**src/rtl/addload_pkg.sv**
```systemverilog
package addload_pkg;

  typedef enum logic {
    OP_ADD  = 1'b0,
    OP_LOAD = 1'b1
  } op_kind_e;

  localparam int NUM_OPS = 16;
  localparam int SEL_W   = $clog2(NUM_OPS);

endpackage

```
**src/rtl/addload_table.sv**
```systemverilog
module addload_table
  import addload_pkg::*;
#(
  parameter int          WIDTH        = 5,
  parameter logic [15:0] OP_LOAD_MASK = 16'h0000,
  parameter int          OP_CONST [16] = '{default: 0}
) (
  input  logic [SEL_W-1:0] sel,
  output op_kind_e         kind,
  output logic             neg,
  output logic [WIDTH-1:0] mag
);

  logic [WIDTH-1:0] mag_tbl  [NUM_OPS];
  logic             neg_tbl  [NUM_OPS];
  logic             load_tbl [NUM_OPS];

  for (genvar i = 0; i < NUM_OPS; i++) begin : g_ent
    localparam int CV = OP_CONST[i];
    localparam int AV = (CV < 0) ? -CV : CV;
    assign mag_tbl[i]  = WIDTH'(AV);
    assign neg_tbl[i]  = (CV < 0);
    assign load_tbl[i] = OP_LOAD_MASK[i];
  end

  always_comb begin
    kind = load_tbl[sel] ? OP_LOAD : OP_ADD;
    neg  = neg_tbl[sel];
    mag  = mag_tbl[sel];
  end

endmodule

```
**src/rtl/addload_adder.sv**
```systemverilog
module addload_adder #(
  parameter int WIDTH = 5
) (
  input  logic [WIDTH-1:0] a,
  input  logic [WIDTH-1:0] mag,
  input  logic             neg,
  output logic [WIDTH-1:0] sum
);

  logic [WIDTH-1:0] b_eff;

  always_comb begin
    b_eff = neg ? ~mag : mag;
    sum   = a + b_eff + WIDTH'(neg);
  end

endmodule

```
**src/rtl/addload_reg.sv**
```systemverilog
module addload_reg #(
  parameter int WIDTH = 5
) (
  input  logic             clk,
  input  logic             rst,
  input  logic             en,
  input  logic [WIDTH-1:0] d,
  output logic [WIDTH-1:0] q
);

  always_ff @(posedge clk) begin
    if (rst)     q <= '0;
    else if (en) q <= d;
  end

endmodule

```
**src/rtl/tbl_addload_unit.sv**
```systemverilog
module tbl_addload_unit
  import addload_pkg::*;
#(
  parameter int          WIDTH        = 5,
  parameter logic [15:0] OP_LOAD_MASK = 16'h7800,
  parameter int          OP_CONST [16] = '{0, 1, 2, 3, 4, 5, -1, -2,
                                           -3, -4, -5, 0, 1, -1, 15, 16}
) (
  input  logic             clk,
  input  logic             rst,
  input  logic             upd_en,
  input  logic             fb_sel,
  input  logic [3:0]       op_sel,
  input  logic [WIDTH-1:0] src_val,
  output logic [WIDTH-1:0] res_comb,
  output logic [WIDTH-1:0] acc_q
);

  op_kind_e         kind;
  logic             neg;
  logic [WIDTH-1:0] mag;
  logic [WIDTH-1:0] opnd;
  logic [WIDTH-1:0] a_gated;

  addload_table #(
    .WIDTH(WIDTH),
    .OP_LOAD_MASK(OP_LOAD_MASK),
    .OP_CONST(OP_CONST)
  ) table_i (
    .sel (op_sel),
    .kind(kind),
    .neg (neg),
    .mag (mag)
  );

  always_comb begin
    opnd    = fb_sel ? acc_q : src_val;
    a_gated = (kind == OP_LOAD) ? '0 : opnd;
  end

  addload_adder #(.WIDTH(WIDTH)) adder_i (
    .a  (a_gated),
    .mag(mag),
    .neg(neg),
    .sum(res_comb)
  );

  addload_reg #(.WIDTH(WIDTH)) acc_i (
    .clk(clk),
    .rst(rst),
    .en (upd_en),
    .d  (res_comb),
    .q  (acc_q)
  );

endmodule

```
**config.mk**
```make
export PLATFORM = sky130hd
export DESIGN_NAME = tbl_addload_unit
export DESIGN_NICKNAME = d
export VERILOG_FILES = /design/src/rtl/addload_pkg.sv /design/src/rtl/addload_table.sv /design/src/rtl/addload_adder.sv /design/src/rtl/addload_reg.sv /design/src/rtl/tbl_addload_unit.sv
export SDC_FILE = /design/constraint.sdc
export NUM_CORES = 1
export LEC_CHECK = 0
export BUFFER_PORTS_ARGS = -buffer_cell sky130_fd_sc_hd__buf_2
export CAP_MARGIN = 10
export CORE_MARGIN = 2
export CORE_UTILIZATION = 50
export DETAILED_ROUTE_END_ITERATION = 10
export GPL_TIMING_DRIVEN = 0
export PLACE_DENSITY = 0.87
export REMOVE_ABC_BUFFERS = 1
export SYNTH_ARGS = -nofsm -noshare
export SYNTH_HDL_FRONTEND = slang
export SYNTH_SLANG_ARGS = --single-unit
```
**constraint.sdc**
```tcl
create_clock -name clk -period 3.7 [get_ports clk]
set_input_delay 0.74 -clock clk [delete_from_list [all_inputs] [get_ports clk]]
set_output_delay 0.74 -clock clk [all_outputs]
set_load 0.01 [all_outputs]
```
==> summary.md, run 1 <==
| Metric | Value |
|---|---|
| Outcome | finished clean |
| Via count of the first global-routing pass | 724 |
| Main synth FF type | dfxtp_1 |
| Post-Synth Simple-Gate Area | 12.4% |
| Remaining Overflow, GRT | 0 |
| Top cell type's share of synthesized area | 12.8% |
| # DRC | 0 |
| Logic pwr share | 62.5% |
| Pleak | 0.494 nW |
| CP Launch Type | primary input |
| Clock Skews | 0.000298 ns |
| Synth unique cells | 35 |
| Clock Pin Slew Worst Setup and Hold Paths | 0.04 ns |
| Longest Clk Path Bufs | 2 |
| Finished Layout Cells | 137 |
| Synth Area per Inst | 8.04 um^2 |
| Cell at the root of the clock tree | clkbuf_4 |
| Data required time of the critical path | 2.96 ns |
| Synth Area in Adders | 15.4% |
| # hold bufs at CTS | 0 |
| Pwr/cell area | 326 nW/um^2 |
| Part of the power in registers | 19.8% |
| Htree depth | 1 |
| Top cells by area, synth | dfxtp_1 (13%), ha_1 (13%), mux2i_1 (10%) |
| Final Max Slew Viols | 0 |
| Largest net degree at the start of global routing | 22 |
| DRT Pass-1 Iters | 3 |
| Reg with most FFs | acc_i.q |
| Final Hold Fails | 0 |
| Tmin final | 3.65 ns |
| Chip width | 43.5 um |
| Ports | 23 |
| Proportion of synthesized area in mux cells | 12.2% |
| Fmax | 274 MHz |
| Routed WL | 2010 um |
| Die height | 43.5 um |
| Worst Path Max Fanout | 12 |
| Sw power | 0.000141 W |
| P&R area growth vs syn | 36.6% |
| Crit. End Element | primary output |
| PortBufs | 22 |
| Main combinational cell family by area after synthesis | compound AO/OA/AOI/OAI gates |
| Least-Margin Pin Slew | 0.279 ns |
| Fraction of registers with async set/reset | 0% |
| Largest registers | acc_i.q (5) |
| Sequential area share after synthesis | 12.8% |
| Die ar. | 1890 um^2 |
| Relative slew slack | 81.1% |
| Post-synth EDFFs | 0 |
| Share of cells above drive strength 1 | 40.5% |
| First-pass GRT wire length | 2990 um |
| Hold Path Class | reg -> reg |
| RePlAce Congestion | 0.803 |
| Top cell type by total area after synthesis | dfxtp_1 |
| Detail-routed via count per cell | 5.87 |
| DP Wirelength | 1320 um |
| Inserted Clock Buffers | 3 |
| Crit Path Class | in -> out |
| Tot Pwr | 0.000347 W |
| Synth Area in Compound Gates | 29.4% |
| Switching share of total power | 40.7% |
| Flip-flop count of the largest register after layout | 5 |
| Antenna violations before repair | 0 |
| Final setup viols | 0 |
| Syn Inst Count | 97 |
| NumNets Final | 144 |
| Tcrit/Tclk final | 98.6% |
| Initial DRC Count | 5 |
| Total Routing Usage GR | 20.6% |
| Final ANT Viol Nets | 0 |
| CTS tree | done |
| MaxCap Viol Count | 0 |
| Clk Latency, worst-skew pair | 0.24 ns |
| Crit path DAT | 2.91 ns |
| Int Power | 0.000206 W |
| Rows | 14 |
| Synth top cells by count | a21oi_1 (10), inv_1 (10), ha_1 (8), mux2i_1 (8) |
| Placed Cells | 129 |
| Core area | 1490 um^2 |
| Antenna fix cells | 0 |
| #FFs+latches synth | 5 |
| Clock power frac | 17.8% |
| Starting Density | 52.4% |
| Via count | 804 |
| Area of the mapped netlist | 779 um^2 |
| Worst IR drop on VDD | 0.000244 V |
| YS warnings | 0 |
| XOR/XNOR share of the synthesized area | 8.51% |
| Per-cell routed wire length | 14.7 um |
| # clock sinks | 5 |
[metrics by stage]
step | util (%) | setup TNS [ns] | hold slack [ns] | worst slack [ns] | instance area [um^2]
floorplan | - | 0 | 0.512 | 0.397 | 744
global placement | 58.7 | -0.178 | 0.479 | -0.156 | 875
detailed placement | 58.7 | -0.289 | 0.488 | -0.231 | 875
CTS | 62.8 | 0 | 0.495 | 0.00967 | 935
global route | 71.5 | -0.0710 | 0.520 | -0.0710 | 1060
finish | 71.5 | 0 | 0.495 | 0.0512 | 1060
[layout by cell type (no fill, tap or decap), types with 3 or more instances in the layout]
master    Yosys  layout
buf_4         0       4
clkbuf_4      0       4
a31oi_1       5       5
a21oi_1      10       6
xnor2_1       3       3
nand3_1       3       3
nor2_1        6       6
dfxtp_1       5       5
ha_4          0       3
mux2i_1       8       7
inv_1        10       8
buf_2         4      19
ha_1          8       5
a21oi_2       0       4
nand2_1       6       5
[what timing repair did]
| action | CTS | global route |
|---|---|---|
| endpoints found under the hold margin | 0 | 0 |
| pin swaps | 1 | 7 |
| endpoints found under the setup margin | 2 | 2 |
| gates cloned | 0 | 0 |
| setup buffers | 1 | 3 |
| resized for setup | 8 | 22 |
[power by group through the flow]
stage / Sequential [W] / Combinational (W) / Clock, W
2_1_floorplan: 0.0000730 / 0.000111 / 0
3_3_place_gp: 0.0000686 / 0.000172 / 0
3_5_place_dp: 0.0000692 / 0.000177 / 0
4_1_cts: 0.0000688 / 0.000187 / 0.0000647
5_1_grt: 0.0000695 / 0.000236 / 0.0000657
6_report: 0.0000686 / 0.000217 / 0.0000616
[worst paths after layout]
check	cells past startpoint	end	slack, ns	startpoint
worst max-delay path	13	res_comb[4]	0.05	op_sel[0]
worst min-delay path	2	acc_i.q[0]	0.49	acc_i.q[0]
worst max register to register	9	acc_i.q[4]	1.71	acc_i.q[0]
worst min register to register	2	acc_i.q[0]	0.49	acc_i.q[0]
[cell families (layout without fill, tap and decap cells)]
family                     count (synthesis)  in the layout
AOI/OAI and AO/OA                         31             31
and+or+nand+nor                           21             21
DFF                                        5              5
muxes                                      9              9
buffers and inverters                     16             40
xor gates and xnor gates                   6              6
adders and majority gates                  9              9
[metal layers]
layer	vias to the layer above	routed length [um]	GRT usage (%)
met4	0	24	9.70
met1	381	857	26.2
met3	2	45	0
met2	20	1090	36.4
met5	-	0	0
li1	401	-	-
[cell type report]
type,instances,area (um^2)
clock buffer,4,26.3
fill,107,424
inverter,10,45.0
multi-input combinational,76,701
sequential,5,100
tap,16,20.0
timing repair buffer,26,173
[critical path: stages]
cell and delay [ns]:
buf_12 0.11, clkinvlp_4 0.14, ha_4 0.30, mux2i_1 0.09
o22ai_2 0.20, mux2i_2 0.30, fa_2 0.26, inv_1 0.04
a21o_1 0.17, a21oi_2 0.13, xnor3_1 0.24, inv_1 0.06
buf_2 0.12
Note: power is estimated with default switching activity, not from simulation.
==> run 2, diff against run 1 <==
--- a/config.mk
+++ b/config.mk
@@ -12,6 +12,7 @@
 export DETAILED_ROUTE_END_ITERATION = 10
 export GPL_TIMING_DRIVEN = 0
 export PLACE_DENSITY = 0.87
+export RECOVER_POWER = 50
 export REMOVE_ABC_BUFFERS = 1
 export SYNTH_ARGS = -nofsm -noshare
 export SYNTH_HDL_FRONTEND = slang
==> run 2 against run 1 <==
Against the previous run:
- utilization down 0.42 points
- wire length down 0.94%
- largest cell class unchanged
- worst setup slack worse by 0.0019 ns
- critical path depth unchanged
- largest power group unchanged
- via count unchanged
- sequential cell count unchanged
==> summary.md, run 2 (synthesis results as in run 1) <==
| Metric | Value |
|---|---|
| Hold Path Class | reg -> reg |
| Clock Skews | 0.000691 ns (+0.000393 ns) |
| DP Wirelength | 1320 um (unchanged) |
| CTS tree | done |
| Per-cell routed wire length | 14.6 um (-0.94%) |
| Chip width | 43.5 um (unchanged) |
| Antenna fix cells | 0 (unchanged) |
| Worst Hold End | acc_i.q[0] |
| Initial DRC Count | 7 (+2) |
| R2R cell count | 9 (unchanged) |
| Share of cells above drive strength 1 | 36.4% (-4.1 points) |
| Final Hold Fails | 0 (unchanged) |
| Pleak | 0.475 nW (-3.9%) |
| # DRC | 0 (unchanged) |
| Pwr/cell area | 326 nW/um^2 (about the same) |
| Most common cell after layout, fill and taps aside | buf_2 |
| Finished Layout Cells | 137 (unchanged) |
| FF+latch area | 100 um^2 (unchanged) |
| Largest net degree at the start of global routing | 22 (unchanged) |
| Placed Cells | 129 (unchanged) |
| Cell at the root of the clock tree | clkbuf_4 |
| Crit Path Class | in -> out |
| Total Routing Usage GR | 20.6% (unchanged) |
| Worst Path Max Fanout | 12 (unchanged) |
| Flip-flop count of the largest register after layout | 5 (unchanged) |
| Clock Pin Slew Worst Setup and Hold Paths | 0.04 ns (about the same) |
| Die ar. | 1890 um^2 (unchanged) |
| Least-Margin Pin Slew | 0.279 ns (-0.0000595 ns) |
| Antenna violations before repair | 0 (unchanged) |
| Starting Density | 52.4% (unchanged) |
| Layout fillers | 109 (+1.9%) |
| Crit. End Element | primary output |
| CP Launch Type | primary input |
| Htree depth | 1 (unchanged) |
| Min-delay src | acc_i.q[0] |
| RR Startpoint | acc_i.q[0] |
| Via count of the first global-routing pass | 724 (unchanged) |
| Final ANT Viol Nets | 0 (unchanged) |
| P&R area growth vs syn | 35.8% |
| Largest registers | acc_i.q (5) |
| Reg-to-reg slack, setup | 1.70 ns (about the same) |
| # clock sinks | 5 (unchanged) |
| Clk Latency, worst-skew pair | 0.24 ns (about the same) |
| Layout Utilization | 71.1% (-0.42 points) |
| Data required time of the critical path | 2.96 ns (about the same) |
| Fmax | 274 MHz (about the same) |
| # hold bufs at CTS | 0 (unchanged) |
| First-pass GRT wire length | 2990 um (unchanged) |
| Routed WL | 2000 um (-0.94%) |
| Via count | 804 (unchanged) |
| Rows | 14 (unchanged) |
| Tcrit/Tclk final | 98.7% (about the same) |
| Outcome | finished clean |
| MaxCap Viol Count | 0 (unchanged) |
| Core area | 1490 um^2 (unchanged) |
| RePlAce Congestion | 0.803 (unchanged) |
| Final setup viols | 0 (unchanged) |
| Crit path DAT | 2.91 ns (about the same) |
| PortBufs | 22 (unchanged) |
| DRT Pass-1 Iters | 2 (-1) |
| NumNets Final | 144 (unchanged) |
| Setup TNS Final | 0 ns (unchanged) |
| Relative slew slack | 81.1% (about the same) |
| Remaining Overflow, GRT | 0 (unchanged) |
| Worst R2R End | acc_i.q[4] |
| Hold Crit Depth | 2 (unchanged) |
| Reg with most FFs | acc_i.q |
| Commonest cells after routing, fill and taps aside | buf_2 (14), inv_1 (8), mux2i_1 (7) |
| Die height | 43.5 um (unchanged) |
| Tmin final | 3.65 ns (+0.00192 ns) |
| Detail-routed via count per cell | 5.87 (unchanged) |
| Worst IR drop on VDD | 0.000242 V (-0.72%) |
| Ports | 23 (unchanged) |
| Longest Clk Path Bufs | 2 (unchanged) |
| Final Max Slew Viols | 0 (unchanged) |
| Inserted Clock Buffers | 3 (unchanged) |
| Multi-input logic area | 701 um^2 (unchanged) |
==> run 2: per-stage QoR <==
step | cell area [um^2] | setup WS (ns) | power, W | hold WS, ns
after floorplan | 744 | 0.397 | 0.000184 | 0.512
after detailed placement | 875 | -0.231 | 0.000246 | 0.488
after CTS | 935 | 0.00967 | 0.000320 | 0.495
after global placement | 875 | -0.156 | 0.000241 | 0.479
after global routing | 1060 | -0.0710 | 0.000368 | 0.523
final | 1060 | 0.0493 | 0.000345 | 0.496
==> run 2: worst max-delay path by stage <==
stage	cells past startpoint	end	startpoint	slack [ns]
2_1_floorplan	11	res_comb[4]	op_sel[0]	0.40
3_3_place_gp	13	res_comb[4]	op_sel[1]	-0.16
3_5_place_dp	13	res_comb[4]	op_sel[1]	-0.23
4_1_cts	13	res_comb[3]	op_sel[1]	0.01
5_1_grt	13	res_comb[4]	op_sel[1]	-0.07
6_report	13	res_comb[4]	op_sel[0]	0.05
==> run 2: layout make-up <==
cell class              count  area share, %
multi-input cells          76           66.2
repair buffers             26           15.7
flip-flops and latches      5           9.46
inverters                  10           4.26
clock buffers               4           2.48
well taps                  16           1.89
==> run 2: repair_timing <==
item | 4_1_cts | 5_1_grt
pin swaps | 1 | 7
gates cloned | 0 | 0
setup endpoints to repair | 2 | 2
buffers inserted | 1 | 3
gates resized for setup | 8 | 22
==> run 2: where the power goes <==
group / switching [W] / internal [W]
combinational: 0.000114 / 0.000100
clock: 0.0000208 / 0.0000407
sequential: 0.00000608 / 0.0000627
total: 0.000141 / 0.000204
==> run 2: critical path: stages <==
cell and delay [ns]:
buf_12 0.11, clkinvlp_4 0.14, ha_4 0.30, mux2i_1 0.09, o22ai_2 0.19, mux2i_2 0.30
fa_2 0.26, inv_1 0.04, a21o_1 0.17, a21oi_2 0.13, xnor3_1 0.24, inv_1 0.06
buf_2 0.12
==> run 2: per-layer routing <==
metal / part of all wire [%] / vias up / track usage (%)
met1: 43 / 379 / 26.2
met3: 2.3 / 2 / 0
met2: 54 / 20 / 36.4
li1: - / 403 / -
met4: 1.2 / 0 / 9.70
met5: 0 / - / 0
==> run 3, diff against run 2 <==
--- a/config.mk
+++ b/config.mk
@@ -7,11 +7,11 @@
 export LEC_CHECK = 0
 export BUFFER_PORTS_ARGS = -buffer_cell sky130_fd_sc_hd__buf_2
 export CAP_MARGIN = 10
-export CORE_MARGIN = 2
-export CORE_UTILIZATION = 50
+export CORE_MARGIN = 8
+export CORE_UTILIZATION = 45
 export DETAILED_ROUTE_END_ITERATION = 10
 export GPL_TIMING_DRIVEN = 0
-export PLACE_DENSITY = 0.87
+export PLACE_DENSITY = 0.83
 export RECOVER_POWER = 50
 export REMOVE_ABC_BUFFERS = 1
 export SYNTH_ARGS = -nofsm -noshare
==> constraint.sdc (replaced) <==
create_clock -name clk -period 2.95 [get_ports clk]
set_input_delay 0.59 -clock clk [delete_from_list [all_inputs] [get_ports clk]]
set_output_delay 0.59 -clock clk [all_outputs]
set_load 0.01 [all_outputs]
==> run 3 against run 2 <==
Against the previous run:
- worst hold slack better by 0.0050 ns
- power is 44% higher
- register-to-register slack worse by 0.78 ns
- sequential power is 25% higher
- global-route usage is 6.1 points lower
- utilization is 2.0 points higher
- the flow now finishes with violations (setup timing)
- design area is 15% higher
- die area is 76% higher
- final cell count is 8.0% higher
==> summary.md, run 3 (synthesis results as in run 1) <==
| Metric | Value |
|---|---|
| Share of cells above drive strength 1 | 46.6% (+10 points) |
| Placed Cells | 130 (+0.78%) |
| Total Routing Usage GR | 14.5% (-6.1 points) |
| Fmax | 311 MHz |
| Antenna fix cells | 0 (unchanged) |
| Delay-heaviest family, CP | buffers and inverters |
| # hold bufs at CTS | 0 (unchanged) |
| First-pass GRT wire length | 4000 um (+33%) |
| Outcome | finished with violations |
| Reg-to-reg slack, setup | 0.92 ns (-0.78 ns) |
| Setup TNS Final | -0.619 ns (-0.619 ns) |
| Die ar. | 3320 um^2 (+76%) |
| Min-delay src | acc_i.q[0] |
| Failing checks | setup timing |
| PnR worst setup slack | -0.270 ns (-0.319 ns) |
| Commonest cells after routing, fill and taps aside | buf_2 (13), buf_4 (12), mux2i_1 (7) |
| MaxCap Viol Count | 0 (unchanged) |
| Clk Latency, worst-skew pair | 0.24 ns (about the same) |
| Tmin final | 3.22 ns |
| RR Startpoint | acc_i.q[0] |
| Final Max Slew Viols | 0 (unchanged) |
| Clock Skews | 0.00108 ns (+0.000392 ns) |
| Final ANT Viol Nets | 0 (unchanged) |
| DP Wirelength | 1530 um (+16%) |
| Pleak | 0.547 nW (+15%) |
| Chip width | 57.6 um (+33%) |
| Worst Path Max Fanout | 6 (-6) |
| DRT Pass-1 Iters | 4 (+2) |
| Most common cell after layout, fill and taps aside | buf_2 |
| # clock sinks | 5 (unchanged) |
| P&R area growth vs syn | 56.7% |
| Longest Clk Path Bufs | 2 (unchanged) |
| CP Launch Point | op_sel[1] |
| Detail-routed via count per cell | 5.78 (-1.6%) |
| Via count | 855 (+6.3%) |
| Final setup viols | 3 (+3) |
| CP Launch Type | primary input |
| Final Hold Fails | 0 (unchanged) |
| Routed WL | 2380 um (+19%) |
| Crit-path cells | buf_12, buf_2, buf_4, a31oi_1, a21oi_2, o32ai_4, a21oi_2, ha_1, nand2_1, or3b_4, nand2_4, xor2_1, buf_2 |
| Starting Density | 46.7% (-5.7 points) |
| Finished Layout Cells | 148 (+8.0%) |
| Tcrit/Tclk final | 109% |
| Crit path DAT | 2.63 ns (-0.28 ns) |
| Pwr/cell area | 406 nW/um^2 (+25%) |
| Crit. End Element | primary output |
| Crit-path max cell delay | 0.40 ns (+0.10 ns) |
| Buf/Inv on CP | 4 (-1) |
| Htree depth | 1 (unchanged) |
| Unrepaired setup endpoints after global routing | true |
| Clock Pin Slew Worst Setup and Hold Paths | 0.04 ns (about the same) |
| Crit Path Class | in -> out |
| Remaining Overflow, GRT | 0 (unchanged) |
| Hold Path Class | reg -> reg |
| Inserted Clock Buffers | 3 (unchanged) |
| Per-cell routed wire length | 16.1 um (+11%) |
| Via count of the first global-routing pass | 905 (+25%) |
| NumNets Final | 154 (+6.9%) |
| Slowest-stage cell, CP | or3b_4 |
| Reg with most FFs | acc_i.q |
| Least-Margin Pin Slew | 0.294 ns (+0.0151 ns) |
| Initial DRC Count | 11 (+4) |
| Ports | 23 (unchanged) |
| Data required time of the critical path | 2.36 ns (-0.60 ns) |
| Largest net degree at the start of global routing | 22 (unchanged) |
| Rows | 15 (+1) |
| Largest registers | acc_i.q (5) |
| Antenna violations before repair | 0 (unchanged) |
| Flip-flop count of the largest register after layout | 5 (unchanged) |
| PortBufs | 22 (unchanged) |
| Core area | 1670 um^2 (+12%) |
| Worst IR drop on VDD | 0.000372 V (+54%) |
| Cell at the root of the clock tree | clkbuf_4 |
| # DRC | 0 (unchanged) |
| CTS tree | done |
| RePlAce Congestion | 0.840 (+4.6%) |
| Die height | 57.6 um (+33%) |
| Relative slew slack | 80.4% (-0.71 points) |
-- run 3: changes by cell type in the layout (fill, tap and decap cells not counted), sizes merged --
cell / delta
clkinvlp: -2
buf: +11
inv: +2
clkbuf: -1
-- run 3: metal layers --
metal	share of wire, %	wire [um]	track usage [%]	vias to the layer above
met5	0	0	0	-
met3	3.6	86	2.21	0
met4	0	0	5.00	0
li1	-	-	-	424
met2	53	1270	25.6	25
met1	43	1030	17.2	406
-- run 3: path summary, 6_finish.rpt --
| kind | cells after the start | end |
|---|---|---|
| setup / recovery | 13 | res_comb[3] |
| hold reg to reg | 2 | acc_i.q[0] |
| setup reg to reg | 10 | acc_i.q[4] |
| hold / removal | 2 | acc_i.q[0] |
-- run 3: worst min-delay path: stages (launching register included) --
cell and delay (ns):
dfxtp_1 0.32, nor2_1 0.08, nor3_1 0.05
-- run 3: power by group --
part	leakage (nW)	total [W]	internal, W	switching (W)
combinational	0.490	0.000332	0.000168	0.000164
clock	0.0150	0.0000779	0.0000511	0.0000269
sequential	0.0414	0.0000863	0.0000786	0.00000771
total	0.547	0.000496	0.000297	0.000198
-- run 3: final cells by class --
| cell class | count | area (um^2) |
|---|---|---|
| Tap cell | 17 | 21.3 |
| Sequential cell | 5 | 100 |
| Multi-Input combinational cell | 76 | 769 |
| Timing Repair Buffer | 36 | 259 |
| Clock buffer | 4 | 26.3 |
| Inverter | 10 | 45.0 |
| Fill cell | 135 | 449 |
-- run 3: what timing repair did --
action / 4_1_cts / 5_1_grt
resized for setup: 37 / 14
buffers inserted: 13 / 1
endpoints found under the setup margin: 5 / 4
pin swaps: 14 / 11
-- run 3: per-stage QoR --
step,util [%],setup slack (ns),total power (W),instance area [um^2],hold WS [ns]
global route,73.1,-0.395,0.000536,1220,0.539
CTS,68.6,-0.182,0.000457,1150,0.498
global placement,52.4,-0.613,0.000306,876,0.479
floorplan,-,-0.0527,0.000231,744,0.512
detailed placement,52.4,-0.713,0.000313,876,0.490
finish,73.1,-0.270,0.000496,1220,0.501
